**config.mk**
```make
export PLATFORM = sky130hd
export DESIGN_NAME = csr_port_unit
export DESIGN_NICKNAME = d
export VERILOG_FILES = /design/src/rtl/csr_pkg.sv /design/src/rtl/csr_ctrl.sv /design/src/rtl/csr_datapath.sv /design/src/rtl/csr_port_unit.sv
export SDC_FILE = /design/constraint.sdc
export NUM_CORES = 1
export LEC_CHECK = 0
export BUFFER_PORTS_ARGS = -buffer_cell sky130_fd_sc_hd__buf_2
export CAP_MARGIN = 0
export CELL_PAD_IN_SITES_DETAIL_PLACEMENT = 1
export CELL_PAD_IN_SITES_GLOBAL_PLACEMENT = 2
export CORE_ASPECT_RATIO = 1.5
export CORE_MARGIN = 8
export CORE_UTILIZATION = 31
export CTS_CLUSTER_SIZE = 25
export DETAILED_ROUTE_END_ITERATION = 6
export HOLD_SLACK_MARGIN = 0.08
export PLACE_DENSITY = 0.87
export RECOVER_POWER = 50
export REMOVE_ABC_BUFFERS = 1
export SYNTH_ARGS = -nofsm -noshare
export SYNTH_HDL_FRONTEND = slang
export SYNTH_SLANG_ARGS = --single-unit
```
**constraint.sdc**
```tcl
create_clock -name clk -period 5.6 [get_ports clk]
set_clock_uncertainty 0.05 [all_clocks]
set_input_delay 1.12 -clock clk [delete_from_list [all_inputs] [get_ports clk]]
set_output_delay 1.12 -clock clk [all_outputs]
set_load 0.01 [all_outputs]
```
**src/rtl/csr_pkg.sv**
```systemverilog
package csr_pkg;
  localparam int DATA_W = 16;
  localparam int B_ERR   = 15;
  localparam int B_INTR  = 7;
  localparam int B_IENA  = 6;
  localparam int B_RXON  = 5;
  localparam int B_TXON  = 4;
  localparam int B_STOP  = 2;
  localparam int B_START = 1;
  localparam int B_INIT  = 0;
  localparam int B_RXD   = 10;
  localparam int B_TXD   = 9;
  localparam int B_IDONE = 8;
  localparam logic [DATA_W-1:0] STAT_RESET = 16'h0004;

  typedef struct packed {
    logic ptrWr;
    logic dataWr;
    logic stopWr;
  } csrStrobe_t;
endpackage

```
**src/rtl/csr_ctrl.sv**
```systemverilog
module csr_ctrl
  import csr_pkg::*;
#(
  parameter int ADDR_W   = 2,
  parameter int NUM_REGS = 4,
  localparam int PTR_W   = $clog2(NUM_REGS)
) (
  input  logic              clk,
  input  logic              rstN,
  input  logic [ADDR_W-1:0] busAddr,
  input  logic              busWe,
  input  logic [DATA_W-1:0] busWdata,
  output csrStrobe_t        strobe,
  output logic [PTR_W-1:0]  ptr,
  output logic              kick
);
  logic hitData, hitPtr, ptrOk;

  always_comb begin
    hitData = busWe && (busAddr == ADDR_W'(0));
    hitPtr  = busWe && (busAddr == ADDR_W'(1));
    ptrOk   = (busWdata < DATA_W'(NUM_REGS));
    strobe.ptrWr  = hitPtr && ptrOk;
    strobe.dataWr = hitData;
    strobe.stopWr = hitData && (ptr == PTR_W'(0)) && busWdata[B_STOP];
  end

  always_ff @(posedge clk) begin
    if (!rstN) begin
      ptr  <= '0;
      kick <= 1'b0;
    end else begin
      if (strobe.ptrWr) ptr <= busWdata[PTR_W-1:0];
      kick <= hitData;
    end
  end
endmodule

```
**src/rtl/csr_datapath.sv**
```systemverilog
module csr_datapath
  import csr_pkg::*;
#(
  parameter int ADDR_W   = 2,
  parameter int NUM_REGS = 4,
  parameter int ERR_W    = 4,
  localparam int PTR_W   = $clog2(NUM_REGS)
) (
  input  logic              clk,
  input  logic              rstN,
  input  csrStrobe_t        strobe,
  input  logic [PTR_W-1:0]  ptr,
  input  logic [ADDR_W-1:0] busAddr,
  input  logic [DATA_W-1:0] busWdata,
  input  logic              rxDone,
  input  logic              txDone,
  input  logic [ERR_W-1:0]  errEvt,
  output logic [DATA_W-1:0] busRdata,
  output logic [DATA_W-1:0] stat,
  output logic [DATA_W-1:0] regFile [NUM_REGS]
);
  localparam logic [DATA_W-1:0] W1C_MASK = 16'h7F00;
  localparam int ERR_LO = B_ERR - ERR_W;

  logic [DATA_W-1:0] statNext;
  logic wr0;

  always_comb begin
    wr0 = strobe.dataWr && (ptr == PTR_W'(0));
    statNext = stat;
    if (wr0) begin
      statNext = statNext & ~(busWdata & W1C_MASK);
      statNext[B_IENA] = busWdata[B_IENA];
      if (busWdata[B_INIT]) begin
        statNext[B_INIT]  = 1'b1;
        statNext[B_IDONE] = 1'b1;
        statNext[B_STOP]  = 1'b0;
      end else if (busWdata[B_START]) begin
        statNext[B_START] = 1'b1;
        statNext[B_RXON]  = 1'b1;
        statNext[B_TXON]  = 1'b1;
        statNext[B_STOP]  = 1'b0;
      end
    end
    if (rxDone) statNext[B_RXD] = 1'b1;
    if (txDone) statNext[B_TXD] = 1'b1;
    statNext[B_ERR-1:ERR_LO] = statNext[B_ERR-1:ERR_LO] | errEvt;
    statNext[B_ERR]  = |statNext[B_ERR-1:ERR_LO];
    statNext[B_INTR] = |statNext[B_ERR-1:B_IDONE];
    if (strobe.stopWr) statNext = STAT_RESET;
  end

  always_ff @(posedge clk) begin
    if (!rstN) stat <= STAT_RESET;
    else       stat <= statNext;
  end

  assign regFile[0] = stat;

  for (genvar g = 1; g < NUM_REGS; g++) begin : gPlain
    logic [DATA_W-1:0] q;
    always_ff @(posedge clk) begin
      if (!rstN) q <= '0;
      else if (strobe.dataWr && (ptr == PTR_W'(g))) q <= busWdata;
    end
    assign regFile[g] = q;
  end

  always_comb begin
    case (busAddr)
      ADDR_W'(0): busRdata = regFile[ptr];
      ADDR_W'(1): busRdata = DATA_W'(ptr);
      default:    busRdata = '0;
    endcase
  end
endmodule

```
**src/rtl/csr_port_unit.sv**
```systemverilog
module csr_port_unit
  import csr_pkg::*;
#(
  parameter int ADDR_W   = 2,
  parameter int NUM_REGS = 4,
  parameter int ERR_W    = 4
) (
  input  logic              clk,
  input  logic              rstN,
  input  logic [ADDR_W-1:0] busAddr,
  input  logic              busWe,
  input  logic [15:0]       busWdata,
  output logic [15:0]       busRdata,
  input  logic              rxDoneIn,
  input  logic              txDoneIn,
  input  logic [ERR_W-1:0]  errEvtIn,
  output logic [15:0]       statusReg,
  output logic [31:0]       initPtr,
  output logic [15:0]       modeReg,
  output logic              stopped,
  output logic              started,
  output logic              rxOn,
  output logic              txOn,
  output logic              irqOut,
  output logic              kickOut
);
  localparam int PTR_W = $clog2(NUM_REGS);

  csrStrobe_t strobe;
  logic [PTR_W-1:0]  ptr;
  logic [DATA_W-1:0] regFile [NUM_REGS];

  csr_ctrl #(.ADDR_W(ADDR_W), .NUM_REGS(NUM_REGS)) uCtrl (
    .clk(clk), .rstN(rstN), .busAddr(busAddr), .busWe(busWe),
    .busWdata(busWdata), .strobe(strobe), .ptr(ptr), .kick(kickOut)
  );

  csr_datapath #(.ADDR_W(ADDR_W), .NUM_REGS(NUM_REGS), .ERR_W(ERR_W)) uData (
    .clk(clk), .rstN(rstN), .strobe(strobe), .ptr(ptr), .busAddr(busAddr),
    .busWdata(busWdata), .rxDone(rxDoneIn), .txDone(txDoneIn),
    .errEvt(errEvtIn), .busRdata(busRdata), .stat(statusReg),
    .regFile(regFile)
  );

  assign initPtr = {regFile[2], regFile[1]};
  assign modeReg = regFile[3];
  assign stopped = statusReg[B_STOP];
  assign started = statusReg[B_START];
  assign rxOn    = statusReg[B_RXON];
  assign txOn    = statusReg[B_TXON];
  assign irqOut  = statusReg[B_INTR] & statusReg[B_IENA];
endmodule

```
# After elaboration in Yosys (flattened, before gate mapping)

Index checks and enable logic that the tools add are counted.

Bits in registers: 67
Input port bits: 27
Output and inout bits: 86
Logic and storage cells: 46

Magnitude comparators: 2
Equality and inequality tests: 4
Mux-type cells: 14
Bitwise operators: 6
Reduce and logical (&&, ||, !) cells: 13

Operator list:

| cell                | number |
|---|---|
| $bmux 16 s2         | 1 |
| $mux 16             | 2 |
| $pmux 16 s2         | 1 |
| $lt 16x3->1 const B | 1 |
| $and 15x15->15      | 1 |
| $mux 15             | 1 |
| $not 15->15         | 1 |
| $logic_and 1x1->1   | 8 |
| $reduce_or 7->1     | 1 |
| $mux 1              | 6 |
| $mux 2              | 3 |
| $eq 2x1->1 const B  | 2 |
| $eq 2x2->1 const B  | 2 |
| $logic_not 2->1     | 2 |
| $or 4x4->4          | 1 |
| $reduce_or 4->1     | 1 |
| $ge 3x3->1 const B  | 1 |
| $not 2->3           | 1 |
| $reduce_or 2->1     | 1 |
| $and 1x1->1         | 1 |
| $not 1->1           | 1 |

# Longest topological paths before layout

Depth in word-level cells: 7
Gate-level depth with buffers: 7
Gate-level depth less buffers: 4

# Cells and area by module

Synthesis repeated with hierarchy kept, for this count alone.

Cells, all modules: 359
Area total of the unflattened synthesis: 3158.0 µm²

By module, submodules not included:

| module        | times used | cells each | area each (µm²) | seq. area each (µm²) |
|---|---|---|---|---|
| csr_datapath  | 1          | 332        | 2935.3          | 1261.2 |
| csr_ctrl      | 1          | 22         | 186.4           | 60.1 |
| csr_port_unit | 1          | 5          | 36.3            | 0.0 |

# Least setup slack after synthesis

OpenSTA, ideal clock, no wires.

Path kind: input port to output port
From: in busAddr[0]
To: out busRdata[10]
Arrival time: 1967 ps
Data required time: 4430 ps
Path slack: 2463 ps
Stages: 4
Cell sequence: buf_6 > or2_2 > clkbuf_1 > nor2b_1

Word-level cells in the longest chain between the ends: 2
Elaborated cells between the ends (all ways): 3
Those cells by class: 1 x eq/ne; 1 x mux; 1 x reduce/logical

RTL lines:

| item                                          | line                | source |
|---|---|---|
| start: declaration                            | csr_port_unit.sv:10 | `input logic [ADDR_W-1:0] busAddr,` |
| $eq 2x1->1 or $logic_not 2->1 (tied branches) | csr_datapath.sv:70  | `case (busAddr)` |
| $pmux 16 s2 *                                 | csr_datapath.sv:70  |  |
| end: declaration                              | csr_port_unit.sv:13 | `output logic [15:0] busRdata,` |

Every way passes the cells marked *; elsewhere a longest branch is shown, timed or not.

# Final worst setup path

From: reg uCtrl.ptr[1]
To: out busRdata[14]

Word-level cells in the longest chain between the ends: 5

RTL lines:

| item                                       | line               | source |
|---|---|---|
| start: declaration                         | csr_ctrl.sv:14     | `output logic [PTR_W-1:0] ptr,` |
| start signal: assignment                   | csr_ctrl.sv:33     | `if (strobe.ptrWr) ptr <= busWdata[PTR_W-1:0];` |
| $not 2->3 (not written as such)            | csr_datapath.sv:71 | `ADDR_W'(0): busRdata = regFile[ptr];` |
| $bmux 16 s2                                | csr_datapath.sv:71 |  |
| $mux 16 (not written as such) (2 in a row) | csr_datapath.sv:71 |  |
| $pmux 16 s2                                | csr_datapath.sv:70 |  |

Every way passes these cells. The select of a mux whose other input is x is not followed.

==> flow_summary.json <==
{
  "drt-total-wl_um": 10500,
  "h-tree-depth": 3,
  "track_usage_pct": 15.7,
  "synthesis.area_um2": 3030,
  "async_reset_ff_share_pct": 0,
  "worst_slew_pin_slew_ps": 908,
  "initial_utilization_pct": 31.7,
  "synth_top_cell_by_area": "dfxtp_1",
  "yosysMostFrequentCell": "dfxtp_1",
  "whs_ps": 418,
  "yosys_warnings": 0,
  "cts_hold_buffers": 0,
  "ys_seq_area_share_pct": 43.6,
  "nets": 441,
  "critPathMaxFanout": 15,
  "synth_edf_count": 0,
  "postCtsSetupBuffers": 0,
  "leakage_nw": 1.50,
  "grt_overflow_total": 0,
  "hold_viol_final": 0,
  "p_per_area_nw_per_um2": 293,
  "post-place-ws_ps": 2320,
  "grt_pass1_vias": 2952,
  "vias": 2702,
  "cts_root_buffer": "clkbuf_16",
  "cp-end-kind": "output pin",
  "grt_max_degree": 40,
  "die_y_um": 137,
  "setup_slack_ps": 2230,
  "cts.sinks": 66,
  "cp_data_arrival_time_ps": 2200,
  "rsz0062_at_grt": "false",
  "dieArea_um2": 13300,
  "first_pass_iters": 4,
  "period_minus_slack_ps": 3370,
  "postRouteAntennaNets": 0,
  "timing.fmax_ghz": 0.297,
  "final-setup-viol-count": 0,
  "fillCellCount": 1216,
  "hold_path_class": "reg2reg",
  "clock_path_buffers": 2,
  "die_w_um": 96.8,
  "cts_resized": 0,
  "cts_tree": "built",
  "gp_congestion": 0.720,
  "min_period_over_period_pct": 60.1,
  "netlist_instances": 314,
  "rows": 44,
  "hpwl_um": 7820,
  "slew_headroom_pct": 39.5,
  "synth_top_area_share_pct": 43.6,
  "insertion_delay_ps": 320,
  "antenna_found_initial": 1,
  "synth_ff_type": "dfxtp_1",
  "yosys-top-cells-count": "dfxtp_1 (66), nor2_1 (47), nand2_1 (35)",
  "portBuffers": 111,
  "core-area_um2": 9580,
  "viasPerCell": 5.05,
  "cp_data_required_time_ps": 4430,
  "maxCapViolations": 0,
  "synth.distinct_cells": 41,
  "drt_iter0_markers": 79,
  "drv_slew": 0,
  "ir_drop_v": 0.000190,
  "pin_count": 113,
  "critPathLaunchType": "register",
  "worstSetupPathType": "reg2out",
  "syn2layout_area_growth_pct": 26.5,
  "cts.clk_slew.worst_paths_ps": 60,
  "final_layout_size_suffix_gt1_share_pct": 20.0,
  "grt_pass1_wl_um": 16400,
  "avgSynthCellArea_um2": 9.66,
  "status": "finished, final reports clean",
  "detail_route.wl_per_cell_um": 19.7,
  "drc": 0,
  "numCtsBuffers": 9,
  "synth_area_leaders": "dfxtp_1 (44%), mux2i_1 (11%), mux4_2 (10%)",
  "ys_seq_elements": 66,
  "fin_tns_setup_ps": 0
}
stage by stage:
stage | power [mW] | util (%) | cell area [µm²] | instances
after detailed placement | 0.569 | 37.9 | 3630 | 518
final | 1.12 | 40.1 | 3840 | 535
after floorplan | 0.527 | - | 2900 | 288
after global routing | 1.17 | 40.1 | 3840 | 535
after CTS | 1.14 | 41.0 | 3930 | 534
after global placement | 0.568 | 37.9 | 3630 | 518
final timing paths:
kind                             start                    to  slack, ps  depth (start not counted)
setup / recovery          uCtrl.ptr[1]          busRdata[14]       2230                          4
hold / removal    uData.gPlain[1].q[0]  uData.gPlain[1].q[0]        420                          2
setup reg to reg          uCtrl.ptr[1]         uData.stat[7]       2710                          5
hold reg to reg   uData.gPlain[1].q[0]  uData.gPlain[1].q[0]        420                          2
area by class of cell:
cell class | instances | area (µm²) | share of cell area [%]
clock buffers | 11 | 253 | 6.59
clock inverters | 5 | 52.6 | 1.37
multi-input cells | 218 | 1550 | 40.5
repair buffers | 115 | 495 | 12.9
well taps | 115 | 144 | 3.75
diodes | 1 | 2.50 | 0.0652
flip-flops and latches | 66 | 1320 | 34.5
inverters | 4 | 15.0 | 0.391
critical path, cell delays in order (launching register included):
cell and delay (ps):
dfxtp_1 670, buf_4 360, mux4_2 540, nor2b_1 140, buf_2 150
sequential cells by signal, indices dropped and copies added (netlist names), named ones only:
| signal | count |
|---|---|
| uCtrl.kick | 1 |
| uData.gPlain.q | 48 |
| uCtrl.ptr | 2 |
| uData.stat | 12 |
metal layers:
layer  global-route usage [%]  wire length (µm)  vias up
li1                         -                 -     1282
met1                     16.0              4010     1354
met2                     30.4              6020       54
met3                     2.73               304       12
met4                     7.30               196        0
met5                        0                 0        -
cells by family (layout without fill, tap and decap cells):
group,after synthesis,in the layout,synth area share [%]
other,1,2,0.124
flip-flops,66,66,43.6
multiplexers,50,50,22.4
AO/OA/AOI/OAI,44,44,8.75
buffers and inverters,30,135,5.03
AND/OR/NAND/NOR,123,123,20.2
power breakdown:
group          internal (mW)  total [mW]  switching, mW
clock                  0.366       0.568          0.202
combinational         0.0295      0.0727         0.0432
sequential             0.476       0.483        0.00649
total                  0.872        1.12          0.251
cell usage in the layout (no fill, tap or decap), drive strengths merged, types with 2 or more instances in the layout:
| cell | Yosys | final |
|---|---|---|
| a21oi | 23 | 23 |
| and2 | 2 | 2 |
| and3b | 2 | 2 |
| buf | 15 | 43 |
| clkbuf | 11 | 83 |
| clkinv | 1 | 4 |
| dfxtp | 66 | 66 |
| inv | 3 | 3 |
| mux2 | 2 | 2 |
| mux2i | 34 | 34 |
| mux4 | 14 | 14 |
| nand2 | 35 | 35 |
| nand2b | 3 | 3 |
| nand3 | 3 | 3 |
| nor2 | 48 | 48 |
| nor2b | 14 | 14 |
| nor4 | 2 | 2 |
| nor4b | 2 | 2 |
| o21a | 3 | 3 |
| o21ai | 7 | 7 |
| o22ai | 4 | 4 |
| o31a | 2 | 2 |
| or3b | 5 | 5 |
No activity file was read; power rests on OpenSTA's default activity.
